**config.mk**
```make
export PLATFORM = sky130hd
export DESIGN_NAME = frl_ffe_tracker
export DESIGN_NICKNAME = d
export VERILOG_FILES = /design/src/rtl/frl_ffe_pkg.sv /design/src/rtl/frl_rate_decode.sv /design/src/rtl/frl_ffe_lane.sv /design/src/rtl/frl_ffe_tracker.sv
export SDC_FILE = /design/constraint.sdc
export NUM_CORES = 1
export LEC_CHECK = 0
export ABC_CLOCK_PERIOD_IN_PS = 2700
export BUFFER_PORTS_ARGS = -buffer_cell sky130_fd_sc_hd__buf_4
export CORE_MARGIN = 5
export CORE_UTILIZATION = 53
export DETAILED_ROUTE_END_ITERATION = 8
export GPL_ROUTABILITY_DRIVEN = 0
export PLACE_DENSITY = 0.94
export SYNTH_ARGS = -nofsm -noshare
export SYNTH_HDL_FRONTEND = slang
export SYNTH_HIERARCHICAL = 1
export SYNTH_SLANG_ARGS = --single-unit
```
**constraint.sdc**
```tcl
create_clock -name clk_i -period 2.7 [get_ports clk_i]
set_clock_uncertainty 0.05 [all_clocks]
set_input_delay 0.135 -clock clk_i [delete_from_list [all_inputs] [get_ports clk_i]]
set_output_delay 0.135 -clock clk_i [all_outputs]
set_load 0.03 [all_outputs]
```
**src/rtl/frl_ffe_pkg.sv**
```systemverilog
package frl_ffe_pkg;
  localparam int NIB_W  = 4;
  localparam int RATE_W = 4;
  localparam logic [NIB_W-1:0] REQ_ADV = 4'hE;
  localparam logic [NIB_W-1:0] REQ_CLR = 4'hF;

  typedef struct packed {
    logic [2:0] lanes;
    logic [3:0] gbps;
  } frl_mode_t;

  function automatic frl_mode_t decode_rate(input logic [RATE_W-1:0] code);
    frl_mode_t m;
    case (code)
      4'd1:    m = '{lanes: 3'd3, gbps: 4'd3};
      4'd2:    m = '{lanes: 3'd3, gbps: 4'd6};
      4'd3:    m = '{lanes: 3'd4, gbps: 4'd6};
      4'd4:    m = '{lanes: 3'd4, gbps: 4'd8};
      4'd5:    m = '{lanes: 3'd4, gbps: 4'd10};
      4'd6:    m = '{lanes: 3'd4, gbps: 4'd12};
      default: m = '{lanes: 3'd0, gbps: 4'd0};
    endcase
    return m;
  endfunction
endpackage

```
**src/rtl/frl_rate_decode.sv**
```systemverilog
module frl_rate_decode
  import frl_ffe_pkg::*;
(
  input  logic [RATE_W-1:0] rate_i,
  output logic [2:0]        lanes_o,
  output logic [3:0]        gbps_o,
  output logic              three_lane_o
);
  frl_mode_t mode;

  always_comb begin
    mode         = decode_rate(rate_i);
    lanes_o      = mode.lanes;
    gbps_o       = mode.gbps;
    three_lane_o = (mode.lanes == 3'd3);
  end
endmodule

```
**src/rtl/frl_ffe_lane.sv**
```systemverilog
module frl_ffe_lane
  import frl_ffe_pkg::*;
#(
  parameter int LVL_W = 2
) (
  input  logic             clk_i,
  input  logic             rst_ni,
  input  logic             srst_i,
  input  logic             hit_i,
  input  logic [NIB_W-1:0] nib_i,
  input  logic             clr_all_i,
  input  logic [LVL_W-1:0] ceil_i,
  output logic [NIB_W-1:0] req_o,
  output logic [LVL_W-1:0] lvl_o
);
  logic [NIB_W-1:0] req_q;
  logic [LVL_W-1:0] lvl_q;
  logic             adv;

  assign adv = hit_i && (nib_i == REQ_ADV) && (lvl_q < ceil_i);

  always_ff @(posedge clk_i or negedge rst_ni) begin
    if (!rst_ni) begin
      req_q <= '0;
      lvl_q <= '0;
    end else if (srst_i) begin
      req_q <= '0;
      lvl_q <= '0;
    end else begin
      if (hit_i) req_q <= nib_i;
      // a clear from any lane beats a local advance
      if (clr_all_i)  lvl_q <= '0;
      else if (adv)   lvl_q <= lvl_q + 1'b1;
    end
  end

  assign req_o = req_q;
  assign lvl_o = lvl_q;
endmodule

```
**src/rtl/frl_ffe_tracker.sv**
```systemverilog
module frl_ffe_tracker
  import frl_ffe_pkg::*;
#(
  parameter int NUM_LANES = 4,
  parameter int LVL_W     = 2,
  parameter int LIMIT_W   = 4
) (
  input  logic                       clk_i,
  input  logic                       rst_ni,
  input  logic                       snoop_rst_i,
  input  logic                       wr_valid_i,
  input  logic                       wr_pair_i,
  input  logic [2*NIB_W-1:0]         wr_data_i,
  input  logic [LIMIT_W-1:0]         ffe_limit_i,
  input  logic [RATE_W-1:0]          frl_rate_i,
  input  logic                       test_no_ffe_i,
  output logic [NUM_LANES*LVL_W-1:0] ffe_level_o,
  output logic [NUM_LANES*NIB_W-1:0] req_o,
  output logic [2:0]                 lane_cnt_o,
  output logic [3:0]                 rate_gbps_o
);
  localparam int LVL_MAX = (1 << LVL_W) - 1;
  localparam int TOP_LN  = NUM_LANES - 1;

  logic                 three_lane;
  logic [LVL_W-1:0]     ceil;
  logic [NUM_LANES-1:0] hit;
  logic [NUM_LANES-1:0] is_clr;
  logic                 clr_all;
  logic [LVL_W-1:0]     lvl [NUM_LANES];

  frl_rate_decode i_dec (
    .rate_i       (frl_rate_i),
    .lanes_o      (lane_cnt_o),
    .gbps_o       (rate_gbps_o),
    .three_lane_o (three_lane)
  );

  assign ceil    = (ffe_limit_i > LIMIT_W'(LVL_MAX)) ? LVL_W'(LVL_MAX)
                                                     : ffe_limit_i[LVL_W-1:0];
  assign clr_all = |is_clr;

  for (genvar i = 0; i < NUM_LANES; i++) begin : g_lane
    logic [NIB_W-1:0] nib;
    logic             masked;

    assign nib       = wr_data_i[(i%2)*NIB_W +: NIB_W];
    assign masked    = (i == TOP_LN) && three_lane;
    assign hit[i]    = wr_valid_i && (wr_pair_i == 1'((i/2) % 2)) && !masked;
    assign is_clr[i] = hit[i] && (nib == REQ_CLR);

    frl_ffe_lane #(.LVL_W(LVL_W)) i_lane (
      .clk_i     (clk_i),
      .rst_ni    (rst_ni),
      .srst_i    (snoop_rst_i),
      .hit_i     (hit[i]),
      .nib_i     (nib),
      .clr_all_i (clr_all),
      .ceil_i    (ceil),
      .req_o     (req_o[i*NIB_W +: NIB_W]),
      .lvl_o     (lvl[i])
    );

    assign ffe_level_o[i*LVL_W +: LVL_W] = test_no_ffe_i ? '0 : lvl[i];
  end
endmodule

```
======== Word-level counts from Yosys, hierarchy flattened ========
Index checks and enable logic that the tools add are counted.
cells by class
  $add $sub $neg .......................... 4
  $lt $le $gt $ge ......................... 5
  equal/unequal tests ..................... 11
  multiplexer cells ....................... 26
  bitwise gates (word level) .............. 1
  reductions and logical operators ........ 24
operator list
  cell                   number
  $pmux W7 S6            1
  $mux W2                17
  $mux W4                8
  $eq A4 B4 Y1 const B   4
  $logic_and A1 B1 Y1    15
  $eq A4 B3 Y1 const B   3
  $reduce_bool A3 Y1     4
  $add A2 B1 Y2 const B  4
  $eq A4 B2 Y1 const B   2
  $lt A2 B2 Y1           4
  $reduce_bool A2 Y1     3
  $eq A4 B1 Y1 const B   1
  $gt A4 B2 Y1 const B   1
  $reduce_or A4 Y1       1
  $eq A3 B2 Y1 const B   1
  $logic_not A1 Y1       1
  $not A1 Y1             1
word-level totals
  bits in registers ....................... 24
  bits of input ports ..................... 22
  output and inout port bits .............. 31
  word-level logic and storage cells ...... 79

======== Longest topological paths before layout ========
Gate-level depths: netlist of run 1.
  depth in word-level cells ............... 10
  gate-level depth with buffers ........... 7
  depth with buffers taken out ............ 7

======== Hierarchy ========
The synthesis of run 1 kept the hierarchy.
by module, submodules not included
  module           instances  cells an instance  area each (sq um)  sequential area each (sq um)
  frl_ffe_lane     4          28                 319.1              150.1
  frl_ffe_tracker  1          18                 112.6              0.0
  frl_rate_decode  1          15                 91.3               0.0

======== Least setup slack after synthesis of run 1 ========
OpenSTA, ideal clock, no wires.
  path type ............................... input-to-reg
  start point ............................. input port frl_rate_i[2]
  end point ............................... register g_lane[0].i_lane.lvl_q[1]
  setup time .............................. 0.079 ns
  arrival time ............................ 1.384 ns
  data required time ...................... 2.571 ns
  slack ................................... 1.187 ns
  stages on the path ...................... 6
  path buffers ............................ 0
  path through ............................ or2_2 a21oi_1 a21bo_1 o22ai_1 or3_1 mux2i_1
between the ends
  cells in the longest elaborated chain, start to end .. 9
  elaborated cells between the ends (all ways) .. 15
  classes of those cells .................. eq/ne (7); mux (3); reduce/logical (5)
ends and longest elaborated chain
  element                               RTL line               source
  from (decl)                           frl_ffe_tracker.sv:15  input logic [RATE_W-1:0] frl_rate_i,
  $eq A4 B3 Y1 (tied with other cells)  frl_ffe_pkg.sv:14      case (code)
  $pmux W7 S6 (*)                       frl_ffe_pkg.sv:14
  $eq A3 B2 Y1 (*)                      frl_rate_decode.sv:15  three_lane_o = (mode.lanes == 3'd3);
  via g_lane[3].masked                  frl_ffe_tracker.sv:45  logic masked;
  $logic_not A1 Y1 (*)                  frl_ffe_tracker.sv:49  assign hit[i] = wr_valid_i && (wr_pair_i == 1'((i/2) % 2)) && !masked;
  $logic_and A1 B1 Y1 (*)               frl_ffe_tracker.sv:49
  $logic_and A1 B1 Y1 (*)               frl_ffe_tracker.sv:50  assign is_clr[i] = hit[i] && (nib == REQ_CLR);
  $reduce_or A4 Y1 (*)                  frl_ffe_tracker.sv:41  assign clr_all = |is_clr;
  via clr_all                           frl_ffe_tracker.sv:29  logic clr_all;
  $mux W2                               frl_ffe_lane.sv:32     if (clr_all_i) lvl_q <= '0;
  $mux W2                               frl_ffe_lane.sv:26     end else if (srst_i) begin
  to (signal assigned)                  frl_ffe_lane.sv:33     else if (adv) lvl_q <= lvl_q + 1'b1;
  to (decl)                             frl_ffe_lane.sv:17     logic [LVL_W-1:0] lvl_q;
The timed path passes the listed nets; every way through them passes the cells marked *.
A chain may end at the register's enable or synchronous reset.

======== Worst setup path after layout of run 1 ========
  start point ............................. input port wr_pair_i
  end point ............................... register g_lane[3].i_lane.lvl_q[1]
between the ends
  cells in the longest elaborated chain, start to end .. 6
  elaborated cells between the ends (all ways) .. 14
  classes of those cells .................. mux (2); bitwise (1); reduce/logical (11)
ends and longest elaborated chain
  element                  RTL line               source
  from (decl)              frl_ffe_tracker.sv:12  input logic wr_pair_i,
  $logic_and A1 B1 Y1 (*)  frl_ffe_tracker.sv:49
  via hit[2]               frl_ffe_tracker.sv:27  logic [NUM_LANES-1:0] hit;
  $logic_and A1 B1 Y1 (*)  frl_ffe_tracker.sv:49
  via hit[3]               frl_ffe_tracker.sv:27
  $logic_and A1 B1 Y1      frl_ffe_tracker.sv:50
  $reduce_or A4 Y1         frl_ffe_tracker.sv:41
  $mux W2                  frl_ffe_lane.sv:32
  $mux W2                  frl_ffe_lane.sv:26
  to (signal assigned)     frl_ffe_lane.sv:33
  to (decl)                frl_ffe_lane.sv:17
Marks and branches as above.

==> flow_results.org, run 1 <==
** Timing
- Hold Violations, Final :: 0
- The final critical path takes up roughly 57% of the cycle.
- Actual slew at the worst max-slew pin :: 0.849 ns
- Min Tclk post-route :: ~1.6 ns
- Setup repair after global routing missed its margin :: no
- For this run, the top clock speed supported by timing is between 600 and 700 MHz.
- After layout, the worst setup slack is around 1.1 ns.
- Slew headroom :: between 40% and 50%
- Summed over all failing endpoints, the final setup total negative slack is 0 ns.
- The final number of max-transition violations is 0.
- Final setup violation count :: 0

** Floorplan
- Placeable Area :: about 0.0027 mm²
- Height of the die :: 62.8 µm
- After floorplanning, the core was divided into 19 placement rows.
- Once the floorplan was initialized, standard cells occupied between 50 and 60% of the core.
- Die Outline Area :: ~0.0039 mm²
- Measured along the x axis, the die boundary spans about 63 µm.
- During I/O placement, the number of pins put on the boundary was between 50 and 60.

** Flow run
- Max-cap violations in this run came to 0.

** Setup path
- In this run the worst path has a maximum fanout of 6.
- The worst setup path is captured at a flop.
- In this design, the stage delay of the slowest critical-path cell is between 0.4 and 0.5 ns.
- Data required time at the worst endpoint :: ~2.9 ns
- Highest-delay cell along the critical path :: nor2b_1
- The worst setup path is of the in -> reg kind.
- Internal reg-to-reg setup slack :: between 1 and 1.5 ns
- Walking the worst path, the cells encountered are buf_4 > and2_1 > nor2b_1 > and4b_1 > nor4b_4 > mux2i_1.
- Type of origin of the critical path :: input port
- Cell family contributing the most delay on the critical path :: simple AND/OR/NAND/NOR gates
- Data arrives at the worst endpoint at 1.74 ns.
- Path depth of the worst reg2reg path :: 3
- Critical path depth :: 6
- Critical path buffer and inverter count :: 1

** Logic synthesis
- Synthesized flop and latch total :: 24
- Synthesis produced approximately 150 cells.
- Total nets after synthesis :: between 150 and 200
- In this run the cell area of the synthesized design comes to between 0.001 and 0.0015 mm².
- Cell taking the most area after synthesis :: dfrtp_1
- Most repeated cell in the gate-level netlist after synthesis :: dfrtp_1
- Synth Area per Inst :: between 10 and 15 µm²
- Main area contributors after synthesis :: dfrtp_1 (41%), mux2i_1 (14%), nor4b_4 (6.4%)
- Multiplexer share of the synthesized area :: roughly 14%
- The synthesized netlist devotes between 30 and 40% of its cell area to simple gates.
- After Yosys synthesis, full adders, half adders and majority gates account for approximately 3.4% of the synthesized area.
- Xor/xnor share of the synthesized area :: 0%
- Number of warnings issued by yosys :: 6
- Of the post-synthesis cell area, the dominant cell type holds approximately two fifths.
- Yosys mapped a number of flops with a built-in enable equal to 0.
- Proportion of synthesized chip area in sequential cells :: between 40% and 50%
- Counting flops with an async set or reset pin after synthesis yields a share of 100%.
- Library cells used by synthesis :: 24
- Post-synthesis compound-gate area fraction :: ~5.3%
- Most instantiated flip-flop cell in the synthesis netlist :: dfrtp_1
- Top cells by count, synth :: dfrtp_1 (24), nor2_1 (22), mux2i_1 (21)
- After synthesis, the largest family of logic cells by area is simple AND/OR/NAND/NOR gates.

** Drt
- The final layout contains routed wiring with a total length of approximately 3700 µm.
- Number of routed nets with antenna violations :: 0
- In the final routed layout, each cell accounts on average for between 15 and 20 µm.
- First-pass DRT Iterations :: 4
- After detailed routing, the number of vias per cell comes to about 5.7.
- Routed via count :: approximately 1300
- For this block, the initial DRC count from the detailed router was 30.
- After detailed routing, the number of remaining DRC violations is 0.

** Place
- Minimum setup slack after placement :: 0.817 ns
- In this run the tool buffered the top-level ports with 52 buffer cells.
- The HPWL after detailed placement is around 3000 µm.

** Worst hold path
- The min-delay analysis places its worst path in the category in -> reg.
- Hold-critical path depth :: 3

** Global route
- Maximum number of pins on one net before global-route repair :: 29
- The number of antenna violations at the first check in global routing is 0.
- GRT Residual Overflow :: 0
- Wire length of the first global-routing pass :: about 6200 µm
- Via count of the first global-routing pass :: between 1000 and 1500
- In the global route stage, overall resource usage came out at about a fifth.

** Clock network
- Clock tree from TritonCTS :: yes
- Clock tree synthesis inserted a total of 3 buffers.
- Max clock buf depth :: 2
- After clock tree synthesis, the clock-pin slew on the worst setup and hold paths is approximately 0.13 ns.
- Setup fix buffers added after clock tree synthesis :: 0
- Number of clock sinks :: 24
- Clock H-tree levels :: 1
- The clock reaches the later pin of the worst-skew pair after 0.31 ns.
- Root cell of the clock tree :: clkbuf_4

** Power and ir drop
- Power Density :: 373 mW/mm²
- The analysis attributes to cell leakage a power of approximately 0.94 nW.
- IR analysis of the VDD net gives a maximum drop of 0.000300 V.

** Finish
- After the last flow step, the layout net total stands at 225.
- 0 antenna diodes ended up in the layout.
- Of the cells placed in the final design, the portion with a size suffix greater than 1 is a little under a third.
- Area growth from synthesis to final layout :: 28.1%

** Status
- The flow ran to the end, and the final reports show no timing, DRC or antenna violations.
-- logic make-up after synthesis --
logic type               count (synthesis)
multiplexers                            21
AND/OR/NAND/NOR                         70
flip-flops                              24
adder cells (fa/ha/maj)                  4
AO/OA/AOI/OAI                           11
buffers and inverters                   15
-- placed cells by master, fill, tap and decap left out, types with 4 or more instances in the layout --
cell type	count
nand2_1	9
nor4_1	4
nor2b_1	8
mux2i_1	21
and4b_1	4
or3_1	6
nor4b_4	4
a21oi_1	4
inv_1	10
nand2b_1	5
ha_1	4
dfrtp_1	24
a41oi_1	4
buf_4	53
nor2_1	22
-- worst register-to-register path: stages, from the launching register on --
cell	delay, ns
dfrtp_1	0.43
ha_1	0.34
nor4b_4	0.34
mux2i_1	0.22
-- layout make-up --
class | instances | area, µm²
Multi-Input combinational cell | 106 | 790
Inverter | 10 | 37.5
Fill cell | 223 | 813
Clock buffer | 3 | 22.5
Sequential cell | 24 | 601
Tap cell | 31 | 38.8
Timing Repair Buffer | 54 | 408
-- stage by stage --
stage / hold WS [ns] / utilization, % / total power, mW / area, µm² / cells
global route: 0.0480 / 70.0 / 0.737 / 1900 / 228
detailed placement: 0.00336 / 68.8 / 0.557 / 1860 / 224
global placement: -0.00224 / 68.8 / 0.550 / 1860 / 224
floorplan: -0.211 / - / 0.477 / 1480 / 145
finish: 0.0431 / 70.0 / 0.707 / 1900 / 228
CTS: 0.0438 / 70.0 / 0.710 / 1900 / 228
-- path summary, 6_finish.rpt --
kind | endpoint | start
max reg2reg | g_lane[1].i_lane/lvl_o[1] | g_lane[1].i_lane/lvl_o[1]
min reg2reg | g_lane[1].i_lane/req_o[0] | g_lane[1].i_lane/req_o[0]
min | g_lane[0].i_lane/req_o[1] | wr_data_i[1]
max in group asynchronous | g_lane[3].i_lane/lvl_o[0] | rst_ni
min in group asynchronous | g_lane[2].i_lane/lvl_o[1] | rst_ni
max | g_lane[3].i_lane/lvl_o[1] | wr_pair_i
-- registers in the layout, summed over array words and instances, names as in the netlist --
name,flops
g_lane.i_lane/lvl_o,8
g_lane.i_lane/req_o,16
-- metal layers --
| layer | up-vias | share of wire [%] | global-route usage (%) |
|---|---|---|---|
| met5 | - | 0 | 0 |
| met4 | 0 | 2.6 | 9.02 |
| met3 | 9 | 5.6 | 3.06 |
| met2 | 48 | 51 | 33.3 |
| met1 | 620 | 41 | 24.3 |
| li1 | 615 | - | - |
-- report_power, final --
group	switching, mW	total [mW]	internal (mW)
combinational	0.101	0.172	0.0714
sequential	0.00732	0.378	0.371
clock	0.105	0.157	0.0522
-- what timing repair did --
| action | CTS | global route |
|---|---|---|
| hold buffers | 1 | 0 |
| hold endpoints to repair | 24 | 0 |
| resized for setup | 0 | 0 |
No activity file was read; power rests on OpenSTA's default activity.
==> inputs of run 2 (changes only) <==
- ABC_CLOCK_PERIOD_IN_PS: 2700 -> 1520
- CORE_UTILIZATION: 53 -> 49
- PLACE_DENSITY: 0.94 -> 0.89
- clock period: 2.7 -> 1.52 ns (I/O delays scaled with it)
==> flow_results.org, run 2 (synthesis results as in run 1) <==
** Status
- The run finished with clean final reports.

** Floorplan
- The core region area was 0.00298 mm² (+9.9%).
- The floorplan die height was 65.0 µm (+3.4%).
- Row count :: 20 (+1)
- Horiz. Die Dim :: 65.0 µm (+3.4%)
- The starting density of the core is 49.7% (-4.9 points).
- The floorplan die area was 0.00422 mm² (+6.8%).
- The number of placed I/O pins is 53 (unchanged).

** Finish
- In the layout the commonest cells are buf_4 (63), dfrtp_1 (24), nor2_1 (22).
- Leaving out fill and tap cells, the most frequent cell in the layout is buf_4.
- The area growth from synthesis to layout is 38.3%.
- Flip-flop count of the largest register after layout :: 16 (unchanged)
- The layout cell share with drive strength beyond 1 came to 34.3% (+3.3 points).
- Final Instance Area :: 0.00205 mm² (+7.9%)
- Net count of the finished layout :: 241 (+7.1%)
- Final antenna diode count :: 0 (unchanged)

** Setup path
- Worst setup path start :: g_lane[2].i_lane/lvl_o[1]
- Largest fanout on the critical path :: 4 (-2)
- Data arrival at the endpoint of the critical path :: 1.64 ns (-0.10 ns)
- Type of origin of the critical path :: flop
- Setup crit end kind :: flop
- By startpoint and endpoint, the worst setup path is classified as reg -> reg.
- The required time of the critical path is 1.71 ns (-1.18 ns).
- The minimum setup slack among reg-to-reg paths is 0.07 ns (-1.17 ns).
- The worst register-to-register path begins at g_lane[2].i_lane/lvl_o[1].

** Clock network
- Setup fix buffers added after clock tree synthesis :: 0 (unchanged)
- In this run the clock root is driven by a clkbuf_4.
- The TritonCTS sink count was 24 (unchanged).
- Worst-path clk slew :: 0.12 ns (about the same)
- Clock H-tree levels :: 1 (unchanged)
- Max clock buf depth :: 2 (unchanged)
- TritonCTS built the clock tree.
- Skew-Pair Late Insertion Delay :: 0.31 ns (about the same)
- The TritonCTS buffer count came to 3 (unchanged).

** Place
- Port-buffer cells :: 52 (unchanged)
- HPWL after detailed placement :: 2810 µm (-4.9%)
- The total cell area at the placement stage was 0.00194 mm² (+4.2%).

** Drt
- Post-DR wirelength/cell :: 14.7 µm (-10%)
- The met2 layer wire length in the routed design came to 1810 µm (-4.6%).
- The total wire length after detailed routing is 3600 µm (-3.1%).
- Number of DRC markers in iteration 0 :: 42 (+40%)
- The post-route met1 wirelength is 1570 µm (+3.2%).
- The remaining antenna violation count is 0 (unchanged).
- The number of vias after detailed routing was 1334 (+3.3%).
- The total DRC errors in the routed layout came to 0 (unchanged).
- Topmost layer with routed signal wires :: met4
- The total iterations of the first detailed-routing run came to 4 (unchanged).
- The mean number of vias per cell is 5.42 (-4.3%).
- Met3 wirelength from detailed routing :: 209 µm (unchanged)

** Worst hold path
- The path class of the tightest hold or removal check is in -> reg.
- The worst hold path begins at wr_data_i[3].

** Global route
- All-layer global routing usage :: 17.6% (-2.0 points)
- The number of antenna violations at the first check in global routing is 0 (unchanged).
- The aggregate global routing overflow is 0 (unchanged).
- The largest net degree at the start of global routing came to 29 (unchanged).
- Via count of the first global-routing pass :: 1348 (+3.9%)
- Wire length of the first global-routing pass :: 5930 µm (-4.6%)

** Timing
- Final hold slack :: 0.0195 ns (-0.0236 ns)
- Hold Violations, Final :: 0 (unchanged)
- The remaining max-slew budget at the tightest pin is 72.7% (+29 points).
- Final worst-path cycle share :: between 90% and 100%
- Setup repair after global routing left no endpoint under its margin.
- Min Tclk post-route :: ~1.4 ns
- Max Freq :: roughly 690 MHz
- The final number of max-transition violations came to 0 (unchanged).
- The number of setup violations in the final report came to 0 (unchanged).
- The actual transition at the worst max-transition pin was 0.409 ns (-0.440 ns).

** Power and ir drop
- The total power density per cell area is 625 mW/mm² (+68%).
- Pleak :: 1.02 nW (+8.2%)
- The worst IR drop on VDD was 0.000388 V (+29%).

** Flow run
- Max-Cap Viols :: 0 (unchanged)
==> run 2: changes by cell type in the layout (fill, tap and decap cells not counted), sizes merged <==
cell         previous run  this run
buf                    53        63
dlygate4sd3             1         7
==> run 2: path summary, 6_finish.rpt <==
check                                                  to  depth (start not counted)
worst max-delay path            g_lane[2].i_lane/lvl_o[1]                          3
worst min-delay path            g_lane[0].i_lane/req_o[3]                          3
worst max register to register  g_lane[2].i_lane/lvl_o[1]                          3
worst min register to register  g_lane[2].i_lane/req_o[0]                          2
max in group asynchronous       g_lane[2].i_lane/req_o[3]                          2
min in group asynchronous       g_lane[3].i_lane/req_o[3]                          2
==> run 2: where the power goes <==
group / leakage [nW] / internal (mW) / switching, mW
clock network: 0.0138 / 0.0926 / 0.180
logic: 0.676 / 0.152 / 0.184
registers: 0.329 / 0.659 / 0.0120
==> run 2: cell type report <==
| type | count | area [µm²] |
|---|---|---|
| timing repair buffer | 70 | 543 |
| multi-input combinational | 106 | 802 |
| sequential | 24 | 601 |
| tap | 33 | 41.3 |
| inverter | 10 | 37.5 |
| fill | 238 | 931 |
| clock buffer | 3 | 22.5 |
==> run 2: what timing repair did <==
action	in CTS	in global routing
hold buffers	7	0
resized for setup	0	2
setup endpoints to repair	0	8
hold endpoints to repair	32	0
==> run 2: routing by layer <==
layer / global-route usage, % / vias up
li1: - / 643
met1: 21.6 / 646
met2: 32.2 / 43
met3: 2.60 / 2
met4: 3.96 / 0
met5: 0 / -
==> run 2: per-stage QoR <==
| step | power (mW) | std cells | setup slack [ns] | setup TNS, ns | utilization [%] |
|---|---|---|---|---|---|
| finish | 1.28 | 246 | 0.0720 | 0 | 68.7 |
| global route | 1.35 | 246 | 0.0135 | 0 | 68.7 |
| CTS | 1.30 | 246 | 0.00724 | 0 | 68.3 |
| detailed placement | 1.01 | 236 | -0.184 | -1.24 | 65.2 |
| global placement | 0.998 | 236 | -0.138 | -0.909 | 65.2 |
| floorplan | 0.848 | 145 | 0.0660 | 0 | - |
==> run 2: worst max-delay path: stages (launching register included) <==
cell     delay (ns)
dfrtp_1        0.43
ha_1           0.34
nor4b_4        0.34
mux2i_1        0.22
